$ cat src/rtl/pcnt_pkg.sv
package pcnt_pkg;

  // byte select encoding on the bus
  localparam logic SEL_LO = 1'b0;
  localparam logic SEL_HI = 1'b1;

  // kind of bus read seen in a cycle
  typedef enum logic [1:0] {
    ACC_NONE    = 2'd0,
    ACC_LO      = 2'd1,
    ACC_HI      = 2'd2,
    ACC_BLOCKED = 2'd3
  } acc_e;

  function automatic acc_e decode_read(input logic rd, input logic sel, input logic blk);
    acc_e kind;
    if (!rd)             kind = ACC_NONE;
    else if (blk)        kind = ACC_BLOCKED;
    else if (sel == SEL_HI) kind = ACC_HI;
    else                 kind = ACC_LO;
    return kind;
  endfunction

endpackage

$ cat src/rtl/pcnt_rst_sync.sv
module pcnt_rst_sync #(
  parameter int STAGES = 2
) (
  input  logic clk,
  input  logic rst_n_async,
  output logic rst_n_sync
);

  logic [STAGES-1:0] chain_q;
  logic [STAGES-1:0] chain_d;

  always_comb begin
    chain_d = {chain_q[STAGES-2:0], 1'b1};
  end

  always_ff @(posedge clk or negedge rst_n_async) begin
    if (!rst_n_async) chain_q <= '0;
    else              chain_q <= chain_d;
  end

  assign rst_n_sync = chain_q[STAGES-1];

endmodule

$ cat src/rtl/pcnt_counter.sv
module pcnt_counter #(
  parameter int CNT_W = 16
) (
  input  logic             clk,
  input  logic             rst_n,
  input  logic             clr,
  input  logic             adv,
  output logic [CNT_W-1:0] cnt_o
);

  logic [CNT_W-1:0] cnt_q;
  logic [CNT_W-1:0] cnt_d;

  // clear outranks advance
  always_comb begin
    cnt_d = cnt_q;
    if (clr)      cnt_d = '0;
    else if (adv) cnt_d = cnt_q + CNT_W'(1);
  end

  always_ff @(posedge clk or negedge rst_n) begin
    if (!rst_n) cnt_q <= '0;
    else        cnt_q <= cnt_d;
  end

  assign cnt_o = cnt_q;

endmodule

$ cat src/rtl/pcnt_snap.sv
module pcnt_snap
  import pcnt_pkg::*;
#(
  parameter int BYTE_W = 8
) (
  input  logic              clk,
  input  logic              rst_n,
  input  acc_e              acc,
  input  logic [BYTE_W-1:0] live_lo,
  input  logic [BYTE_W-1:0] live_hi,
  output logic [BYTE_W-1:0] hold_o,
  output logic [BYTE_W-1:0] rdata_o
);

  logic [BYTE_W-1:0] hold_q, hold_d;
  logic [BYTE_W-1:0] rdata_q, rdata_d;
  logic              hold_en, rdata_en;

  always_comb begin
    hold_en  = (acc == ACC_LO);
    rdata_en = (acc != ACC_NONE);
    hold_d   = live_hi;
    unique case (acc)
      ACC_LO:      rdata_d = live_lo;
      ACC_HI:      rdata_d = hold_q;
      ACC_BLOCKED: rdata_d = '0;
      default:     rdata_d = rdata_q;
    endcase
  end

  always_ff @(posedge clk or negedge rst_n) begin
    if (!rst_n) begin
      hold_q  <= '0;
      rdata_q <= '0;
    end else begin
      if (hold_en)  hold_q  <= hold_d;
      if (rdata_en) rdata_q <= rdata_d;
    end
  end

  assign hold_o  = hold_q;
  assign rdata_o = rdata_q;

endmodule

$ cat src/rtl/pcnt_byte_port.sv
module pcnt_byte_port
  import pcnt_pkg::*;
#(
  parameter int BYTE_W = 8
) (
  input  logic              clk_i,
  input  logic              rst_ni,
  input  logic              sel_i,
  input  logic              wr_i,
  input  logic              rd_i,
  input  logic [BYTE_W-1:0] wdata_i,
  input  logic              tick_i,
  input  logic              run_i,
  input  logic              rd_block_i,
  output logic [BYTE_W-1:0] rdata_o
);

  localparam int CNT_W = 2 * BYTE_W;

  logic             rst_sync_n;
  logic [CNT_W-1:0] count_w;
  logic [BYTE_W-1:0] hold_w;
  acc_e             acc_w;
  logic             wdata_unused;

  // the written value carries no meaning
  assign wdata_unused = ^wdata_i;

  assign acc_w = decode_read(rd_i, sel_i, rd_block_i);

  pcnt_rst_sync #(.STAGES(2)) u_rst (
    .clk         (clk_i),
    .rst_n_async (rst_ni),
    .rst_n_sync  (rst_sync_n)
  );

  pcnt_counter #(.CNT_W(CNT_W)) u_cnt (
    .clk   (clk_i),
    .rst_n (rst_sync_n),
    .clr   (wr_i),
    .adv   (run_i & tick_i),
    .cnt_o (count_w)
  );

  pcnt_snap #(.BYTE_W(BYTE_W)) u_snap (
    .clk     (clk_i),
    .rst_n   (rst_sync_n),
    .acc     (acc_w),
    .live_lo (count_w[BYTE_W-1:0]),
    .live_hi (count_w[CNT_W-1:BYTE_W]),
    .hold_o  (hold_w),
    .rdata_o (rdata_o)
  );

endmodule

$ cat config.mk
export PLATFORM = sky130hd
export DESIGN_NAME = pcnt_byte_port
export DESIGN_NICKNAME = d
export VERILOG_FILES = /design/src/rtl/pcnt_pkg.sv /design/src/rtl/pcnt_rst_sync.sv /design/src/rtl/pcnt_counter.sv /design/src/rtl/pcnt_snap.sv /design/src/rtl/pcnt_byte_port.sv
export SDC_FILE = /design/constraint.sdc
export NUM_CORES = 1
export LEC_CHECK = 0
export BUFFER_PORTS_ARGS = -buffer_cell sky130_fd_sc_hd__buf_2
export CAP_MARGIN = 20
export CORE_ASPECT_RATIO = 1.4
export CORE_MARGIN = 5
export CORE_UTILIZATION = 54
export DETAILED_ROUTE_END_ITERATION = 6
export GPL_ROUTABILITY_DRIVEN = 0
export GPL_TIMING_DRIVEN = 0
export PLACE_DENSITY_LB_ADDON = 0.3
export SETUP_SLACK_MARGIN = 0.5
export SLEW_MARGIN = 20
export SYNTH_ARGS = -nofsm -noshare
export SYNTH_HDL_FRONTEND = slang
export SYNTH_SLANG_ARGS = --single-unit
$ cat constraint.sdc
create_clock -name clk_i -period 1.3 [get_ports clk_i]
set_input_delay 0 -clock clk_i [delete_from_list [all_inputs] [get_ports clk_i]]
set_output_delay 0 -clock clk_i [all_outputs]
set_load 0.02 [all_outputs]
Yosys cells after proc, flatten, opt, wreduce, memory -nomap -nowiden
Index checks and enable logic that the tools add are counted.
{"block": "word_totals", "in_bits": 16, "mem_count": 0, "rom_bits": 0, "ram_bits": 0, "output_inout_bits": 8, "elab_cells": 19, "latch_bits": 0, "register_bits": 34}
{"block": "op_classes", "n_addsub": 1, "reduce_logical": 4, "bitwise": 1, "n_eq_ne": 3, "n_mux": 6, "n_mul": 0, "magnitude_cmp": 0, "n_div": 0, "shift": 0}
{"cell": "16-bit 2-to-1 mux", "count": 2}
{"cell": "8-bit case mux with 3 select lines", "count": 1}
{"cell": "16-bit by 1-bit adder with 16-bit output, second input constant", "count": 1}
{"cell": "2-bit 2-to-1 mux", "count": 3}
{"cell": "2-bit equality test, second input constant", "count": 2}
{"cell": "2-bit nonzero test", "count": 2}
{"cell": "3-bit nonzero test", "count": 1}
{"cell": "2-bit by 1-bit equality test with 1-bit output, second input constant", "count": 1}
{"cell": "2-bit AND reduction", "count": 1}
{"cell": "1-bit AND", "count": 1}

Logic depth before layout (Yosys ltp)
Gate-level depths: netlist of run 1.
{"block": "logic_depth", "depth_word": 6, "ltp_mapped": 5, "ltp_nobuf": 5}

By module
Synthesis of run 1 repeated with hierarchy kept, for this count alone.
{"block": "hier_totals", "cells_unflattened": 134, "hier_area_um2": 1670.4}
{"mod": "pcnt_counter", "cells_each": 82, "seq_area_each_um2": 400.4, "instances": 1, "area_per_inst_um2": 872.1}
{"mod": "pcnt_snap", "cells_each": 45, "seq_area_each_um2": 400.4, "instances": 1, "area_per_inst_um2": 719.4}
{"mod": "pcnt_rst_sync", "cells_each": 3, "seq_area_each_um2": 50.0, "instances": 1, "area_per_inst_um2": 53.8}
{"mod": "pcnt_byte_port", "cells_each": 4, "seq_area_each_um2": 0.0, "instances": 1, "area_per_inst_um2": 25.0}

Worst setup path before layout of run 1
No wires, ideal clock.
{"block": "synth_path", "path_kind": "flip-flop to flip-flop", "start": "reg u_cnt.cnt_q[0], in the netlist u_cnt.cnt_o[0]", "end": "reg u_cnt.cnt_q[14], in the netlist u_cnt.cnt_o[14]", "path_stages_with_launch": 6, "setup_time_ns": 0.125, "t_arrival_ns": 1.385, "period_less_slack_ns": 1.510, "slack_ns": -0.210, "required_time_ns": 1.175, "n_path_buf": 0, "path_cell_list": "dfrtp_1 ha_1 nand3_2 nor4_4 nand3_1 mux2_2"}
{"block": "synth_between", "elab_chain_cells": 3}
{"item": "start: declaration", "line": "pcnt_counter.sv:11", "source": "logic [CNT_W-1:0] cnt_q;"}
{"item": "start signal: assignment", "line": "pcnt_counter.sv:23", "source": "else cnt_q <= cnt_d;"}
{"item": "16-bit by 1-bit adder with 16-bit output", "line": "pcnt_counter.sv:18", "source": "else if (adv) cnt_d = cnt_q + CNT_W'(1);"}
{"item": "16-bit 2-to-1 mux", "line": "pcnt_counter.sv:18"}
{"item": "16-bit 2-to-1 mux", "line": "pcnt_counter.sv:17", "source": "if (clr) cnt_d = '0;"}
No other way between the ends. The select of a mux whose other input is x is not followed.
A chain may end at the register's enable or synchronous reset.

Worst setup path after layout of run 1
{"block": "layout_path", "start": "reg u_cnt.cnt_q[4], in the netlist u_cnt.cnt_o[4]", "end": "reg u_cnt.cnt_q[5], in the netlist u_cnt.cnt_o[5]"}
The elaborated chain is that of the path after synthesis.

==> results.txt, run 1 <==
----------------------------------------------------
[Clocking]
  H-tree levels ... 2
  Num CTS Buffers ... 5
  Root buf cell ... clkbuf_8
  CTS max path bufs ... 2
  Number of sinks handled by clock tree synthesis ... 34
  Clock latency reported for the late side of the worst-skew pair ... roughly 290 ps
  CTS tree ... done
  Clock edge transition at the registers on the reported setup and hold paths ... approximately 70 ps

[Route]
  Detailed-routing iteration count for the pre-antenna-repair pass ... 4
  WL/cell ... roughly 22 microns
  Number of violations reported at the end of detailed-routing iteration 0 ... 71
  Vias post-DR ... between 1k and 1.5k
  Highest metal used ... met4
  Vias per std cell ... 5.77
  Total routed wire length on the met1 layer ... roughly 1800 microns
  Wire length on met3 ... roughly 190 microns
  Sum of routed wire length over all layers ... roughly 5000 microns
  Number of design rule violations left after detail routing ... 0
  Met2 layer wire length in the routed design ... approximately 2700 microns
  Final ANT Viol Nets ... 0

[STA]
  Final cycle utilization of the critical path ... 115%
  Number of max-slew violations in the final report ... 0
  Max frequency ... about 670 MHz
  Final setup fails ... 11
  Minimum clock period after layout ... 1500 ps
  PnR worst setup slack ... -199 ps
  Worst Clk Skew ... approximately 4.0 ps
  Setup repair after global routing missed its margin ... true
  Number of failing hold endpoints at the final stage ... 0

[Yosys]
  Area fraction in compound gates after synthesis ... 4.08%
  Multiplexer area fraction after synthesis ... 12.3%
  Cell count after synthesis ... ~140
  Post-synth design cell area ... between 1500 and 2000 sq um
  Share of synthesized cell area in full adder, half adder and majority cells ... less than 1%
  Top_reg_cell synth ... dfrtp_1
  Main combinational cell family by area after synthesis ... simple AND/OR/NAND/NOR gates
  Count of flip-flops with a built-in enable after synthesis ... 0
  Library cells used by synthesis ... 30
  Async set or reset register ratio after synthesis ... 100%
  Flip-flop and latch count after synthesis ... 34
  Post-synthesis simple-gate area fraction ... between 10% and 20%
  Warnings, synthesis ... 0
  Synthesized netlist net count ... about 150
  Average cell area after synthesis ... between 10 and 15 sq um
  Xor and xnor area share after synthesis ... 6.60%
  Post-synthesis sequential area ratio ... a little over half

[Floorplan]
  Die Width ... 55.9 microns
  Effective utilization at floorplan ... 55.9%
  Rows ... 23
  Die outline height ... approximately 74 microns
  Die outline area ... ~4200 sq um
  Number of top-level pins ... 24
  Total core area ... 2850 sq um

[Finish]
  Nets ... between 200 and 250
  Final Cell Area ... roughly 2400 sq um
  Fraction of layout cells with a size suffix above 1 ... 54.5%
  Layout-stage area growth over the synthesis result ... 52.0%
  Final instance count without filler cells ... about 230
  Antenna cell count ... 0
  # fillers ... ~130

[Run status]
  Violated checks ... negative setup slack
  Status ... finished, violations left

[Job]
  Max-Cap Viols ... 0

[Worst setup path]
  Reg2Reg Setup Slack ... -200 ps
  Endpoint required time on the critical path ... around 1500 ps
  Crit-path leading delay family ... simple AND/OR/NAND/NOR gates
  Critical path peak fanout ... 6
  Depth of the worst register-to-register path ... 4
  CP Capture Point ... u_cnt.cnt_o[5]
  First element of the critical path ... u_cnt.cnt_o[4]
  Worst r2r src ... u_cnt.cnt_o[4]
  Startpoint type of the worst setup path ... flip-flop
  Endpoint of the worst register-to-register path ... u_cnt.cnt_o[5]
  Largest incremental delay on the critical path ... ~460 ps
  CP Buf/Inv Count ... 1
  Cell depth of the worst setup path ... 4
  Worst-path cell chain ... nand3_4, buf_4, or3_2, a21oi_1
  Critical Path End Type ... flip-flop
  CP arrival ... between 1500 and 2000 ps
  Classification of the worst setup path ... reg -> reg
  Max stage delay cell, worst path ... or3_2

[Power and ir drop]
  Power per cell area ... ~830 nW/um^2
  Static leakage ... between 1 and 1.5 nW
  Peak supply drop ... about 1.1 mV

[Global routing]
  Global-route congestion overflow total ... 0
  Largest net degree at the start of global routing ... 33
  Initial antenna violation count ... 0
  Number of global-route vias before repair ... ~1.3k
  Global-route wire length before repair ... approximately 6400 microns
  Global routing usage summed across all routing layers ... 20.7%

[Min path]
  HP Class ... in -> async

[Placement]
  Cell Area, Placed ... roughly 1800 sq um
  Total instance count after detailed placement ... between 150 and 200
  Count of buffers from port buffering ... 12
  Post-detail-place hpwl ... ~2100 microns

----------------------------------------------------
==> cell families (layout without fill, tap and decap cells) <==
kind of cell | Yosys count | in the layout
flops | 34 | 34
buf+inv | 16 | 70
xor+xnor | 12 | 12
compound gates | 11 | 11
simple gates | 44 | 44
other cells | 1 | 1
mux | 18 | 18
fa+ha+maj | 1 | 1
==> per-layer routing <==
layer	global-route usage [%]	up-vias
li1	-	576
met1	22.3	680
met2	38.7	42
met3	5.38	17
met4	8.71	0
met5	0	-
==> cells in the mapped netlist (4+ instances only) <==
library cell,count,area share (%)
nand2_1,4,0.94
o22ai_1,8,3.1
nor2_1,15,3.5
nand3_1,5,1.6
dfrtp_1,34,53
xnor2_1,10,5.5
mux2_2,9,6.4
mux2i_1,8,5.0
nor3_1,4,1.3
inv_1,11,2.6
==> report_power, final <==
part / switching [W] / internal, W / total, W
Combinational: 0.0000709 / 0.0000648 / 0.000136
Clock: 0.000364 / 0.000408 / 0.000772
Sequential: 0.0000301 / 0.00107 / 0.00110
==> registers in the layout, summed over array words and instances (netlist names) <==
register	flops
u_cnt.cnt_o	16
u_rst.chain_q	2
u_snap.rdata_o	8
u_snap.hold_o	8
==> worst reg2reg max path, delay by kind of cell (launching register included) <==
family	cells	cell delay, ps
compound gates	1	180
flops	1	400
buf+inv	1	220
simple gates	2	610
==> placed cells by master (no fill, tap or decap), types with 3 or more instances in the layout <==
cell / count
xnor2_2: 3
buf_4: 17
mux2i_1: 6
inv_1: 10
nor3_4: 4
clkbuf_8: 6
nand2_1: 4
nor2_1: 14
dfrtp_1: 24
nand3_2: 3
nand3_1: 3
o22ai_1: 7
nor4_4: 4
dfrtp_2: 9
xnor2_1: 7
mux2_4: 9
buf_6: 25
buf_2: 4
==> area by class of cell <==
cell class              instances  area [sq um]  area share [%]
inverters                      11          41.3            1.71
repair buffers                 48           458            18.9
multi-input cells              87           888            36.7
plain buffers                   5          38.8            1.60
flip-flops and latches         34           866            35.8
clock buffers                   6          82.6            3.41
well taps                      37          46.3            1.91
==> how the worst min path moves through the flow <==
stage / end / slack (ps) / cells past startpoint
after floorplan: u_rst.chain_q[0] / -300 / 0
after global routing: u_rst.chain_q[1] / 50 / 2
after global placement: u_rst.chain_q[0] / -220 / 1
after CTS: u_rst.chain_q[1] / 20 / 2
after detailed placement: u_rst.chain_q[0] / -210 / 1
final: u_rst.chain_q[1] / 20 / 2
==> metrics by stage <==
step	util, %	power, W	setup WS [ps]	setup TNS (ps)	hold WS [ps]
after floorplan	-	0.00117	-127	-286	-296
after global placement	62.9	0.00120	-215	-747	-216
after detailed placement	62.9	0.00120	-244	-1040	-213
after CTS	76.4	0.00199	-131	-523	18.4
after global routing	85.0	0.00207	-279	-1890	47.0
final	85.0	0.00201	-199	-1110	20.2
==> timing repair <==
item | in CTS | in global routing
hold buffers | 2 | 0
pin swaps | 11 | 13
gates cloned | 0 | 0
endpoints found under the setup margin | 65 | 39
endpoints found under the hold margin | 10 | 0
resized for setup | 38 | 26
buffers inserted | 19 | 15
No activity file was read; power rests on OpenSTA's default activity.
==> run 2, diff against run 1 <==
--- a/config.mk
+++ b/config.mk
@@ -9,12 +9,12 @@
 export CAP_MARGIN = 20
 export CORE_ASPECT_RATIO = 1.4
 export CORE_MARGIN = 5
-export CORE_UTILIZATION = 54
+export CORE_UTILIZATION = 45
 export DETAILED_ROUTE_END_ITERATION = 6
 export GPL_ROUTABILITY_DRIVEN = 0
 export GPL_TIMING_DRIVEN = 0
 export PLACE_DENSITY_LB_ADDON = 0.3
-export SETUP_SLACK_MARGIN = 0.5
+export SETUP_SLACK_MARGIN = 0.05
 export SLEW_MARGIN = 20
 export SYNTH_ARGS = -nofsm -noshare
 export SYNTH_HDL_FRONTEND = slang
==> results.txt, run 2 (synthesis results as in run 1) <==
----------------------------------------------------
[Power and ir drop]
  Peak supply drop ... 0.608 mV
  Power per cell area ... approximately 910 nW/um^2
  Static leakage ... 1.06 nW

[Clocking]
  Clock latency reported for the late side of the worst-skew pair ... ~290 ps
  Root buf cell ... clkbuf_8
  Number of sinks handled by clock tree synthesis ... 34
  Clock edge transition at the registers on the reported setup and hold paths ... about 60 ps
  CTS max path bufs ... 2
  H-tree levels ... 2
  CTS tree ... done
  Num CTS Buffers ... 5

[STA]
  Worst relative slew slack ... between 50% and 60%
  Max frequency ... about 700 MHz
  PnR worst setup slack ... -126 ps
  Worst Clk Skew ... 5.66 ps
  Setup repair after global routing missed its margin ... true
  Number of max-slew violations in the final report ... 0
  Number of failing hold endpoints at the final stage ... 0
  Final cycle utilization of the critical path ... 110%
  Slew @ Worst Pin ... approximately 700 ps
  Final setup fails ... 8
  Minimum clock period after layout ... approximately 1400 ps
  Final worst hold slack ... 18.0 ps

[Worst setup path]
  Depth of the worst register-to-register path ... 5
  Critical path peak fanout ... 3
  Endpoint required time on the critical path ... 1470 ps
  Critical Path End Type ... flip-flop
  Endpoint of the worst register-to-register path ... u_cnt.cnt_o[14]
  Classification of the worst setup path ... reg -> reg
  Reg2Reg Setup Slack ... -130 ps
  CP arrival ... roughly 1600 ps
  Worst r2r src ... u_cnt.cnt_o[8]
  Startpoint type of the worst setup path ... flip-flop

[Placement]
  Post-detail-place hpwl ... a little over 2000 microns
  Cell Area, Placed ... about 1700 sq um
  Total instance count after detailed placement ... roughly 190
  Count of buffers from port buffering ... 12

[Floorplan]
  Total core area ... roughly 3400 sq um
  Die outline height ... between 80 and 90 microns
  Die Width ... approximately 60 microns
  Rows ... 25
  Effective utilization at floorplan ... approximately 47%
  Die outline area ... 4850 sq um
  Number of top-level pins ... 24

[Global routing]
  Largest net degree at the start of global routing ... 33
  Global-route wire length before repair ... 5900 microns
  Number of global-route vias before repair ... between 1k and 1.5k
  Global-route congestion overflow total ... 0
  Initial antenna violation count ... 0
  Global routing usage summed across all routing layers ... 16.8%

[Finish]
  Final Util ... 64.1%
  Final instance count without filler cells ... 228
  Nets ... roughly 200
  Flip-flop count of the largest register after layout ... 16
  Antenna cell count ... 0
  Fraction of layout cells with a size suffix above 1 ... between 40% and 50%
  Layout-stage area growth over the synthesis result ... 37.3%
  Most used cells in the layout excluding fill and tap cells ... buf_4, dfrtp_1, buf_2, nor2_1, inv_1
  Final Cell Area ... 2190 sq um

[Route]
  Sum of routed wire length over all layers ... 3630 microns
  Number of design rule violations left after detail routing ... 0
  Detailed-routing iteration count for the pre-antenna-repair pass ... 4
  Final ANT Viol Nets ... 0
  WL/cell ... roughly 16 microns
  Vias per std cell ... roughly 5.2
  Vias post-DR ... between 1k and 1.5k
  Number of violations reported at the end of detailed-routing iteration 0 ... 23

[Min path]
  HP Class ... in -> async

[Job]
  Max-Cap Viols ... 0

[Run status]
  Status ... finished, violations left
  Violated checks ... negative setup slack

----------------------------------------------------
## run 2: cell count changes in the layout (fill, tap and decap cells not counted), moves of 7 or more
cell	previous run	this run
buf_6	25	6
mux2_4	9	1
buf_4	17	24
buf_2	4	14
mux2_2	1	9
## run 2: power breakdown
part	switching [W]	internal [W]	total (W)
logic	0.0000581	0.0000458	0.000104
registers	0.0000251	0.00107	0.00109
clock network	0.000378	0.000427	0.000804
## run 2: how the worst max path moves through the flow
| stage | from | to | slack (ps) | depth (start not counted) |
|---|---|---|---|---|
| after floorplan | u_cnt.cnt_o[6] | u_cnt.cnt_o[15] | -130 | 4 |
| after global placement | u_cnt.cnt_o[5] | u_cnt.cnt_o[15] | -220 | 4 |
| after detailed placement | u_cnt.cnt_o[5] | u_cnt.cnt_o[15] | -250 | 4 |
| after CTS | u_cnt.cnt_o[0] | u_cnt.cnt_o[14] | -150 | 5 |
| after global routing | u_cnt.cnt_o[1] | u_cnt.cnt_o[14] | -170 | 5 |
| final | u_cnt.cnt_o[8] | u_cnt.cnt_o[14] | -130 | 5 |
## run 2: layer usage
metal | part of all wire, % | track usage [%] | vias to the layer above
met3 | 4.6 | 5.47 | 13
li1 | - | - | 568
met1 | 42 | 18.9 | 580
met4 | 4.0 | 11.5 | 0
met2 | 50 | 26.2 | 26
met5 | 0 | 0 | -
## run 2: worst max-delay path, stage by stage (launching register included)
cell and delay [ps]:
dfrtp_2 390, nand4_4 140, buf_6 150, nor4_4 240, nand3_1 110, mux2_2 280
## run 2: timing repair
| item | CTS | global route |
|---|---|---|
| setup endpoints to repair | 12 | 13 |
| gates resized for setup | 21 | 16 |
| hold buffers | 1 | 0 |
| buffers inserted | 20 | 10 |
| hold endpoints to repair | 2 | 0 |
| gates cloned | 0 | 0 |
| pin swaps | 7 | 12 |
## run 2: layout make-up
type,count,area (sq um)
well taps,40,50.0
fillers,254,1220
clock inverters,1,5.00
inverters,11,41.3
flip-flops and latches,34,863
multi-input cells,87,802
clock buffers,7,86.3
repair buffers,43,318
plain buffers,5,21.3
## run 2: per-stage QoR
stage | setup slack (ps) | setup TNS (ps) | power [W]
global route | -173 | -1040 | 0.00208
finish | -126 | -501 | 0.00200
detailed placement | -249 | -1000 | 0.00119
global placement | -221 | -1710 | 0.00118
floorplan | -127 | -248 | 0.00116
CTS | -152 | -622 | 0.00201
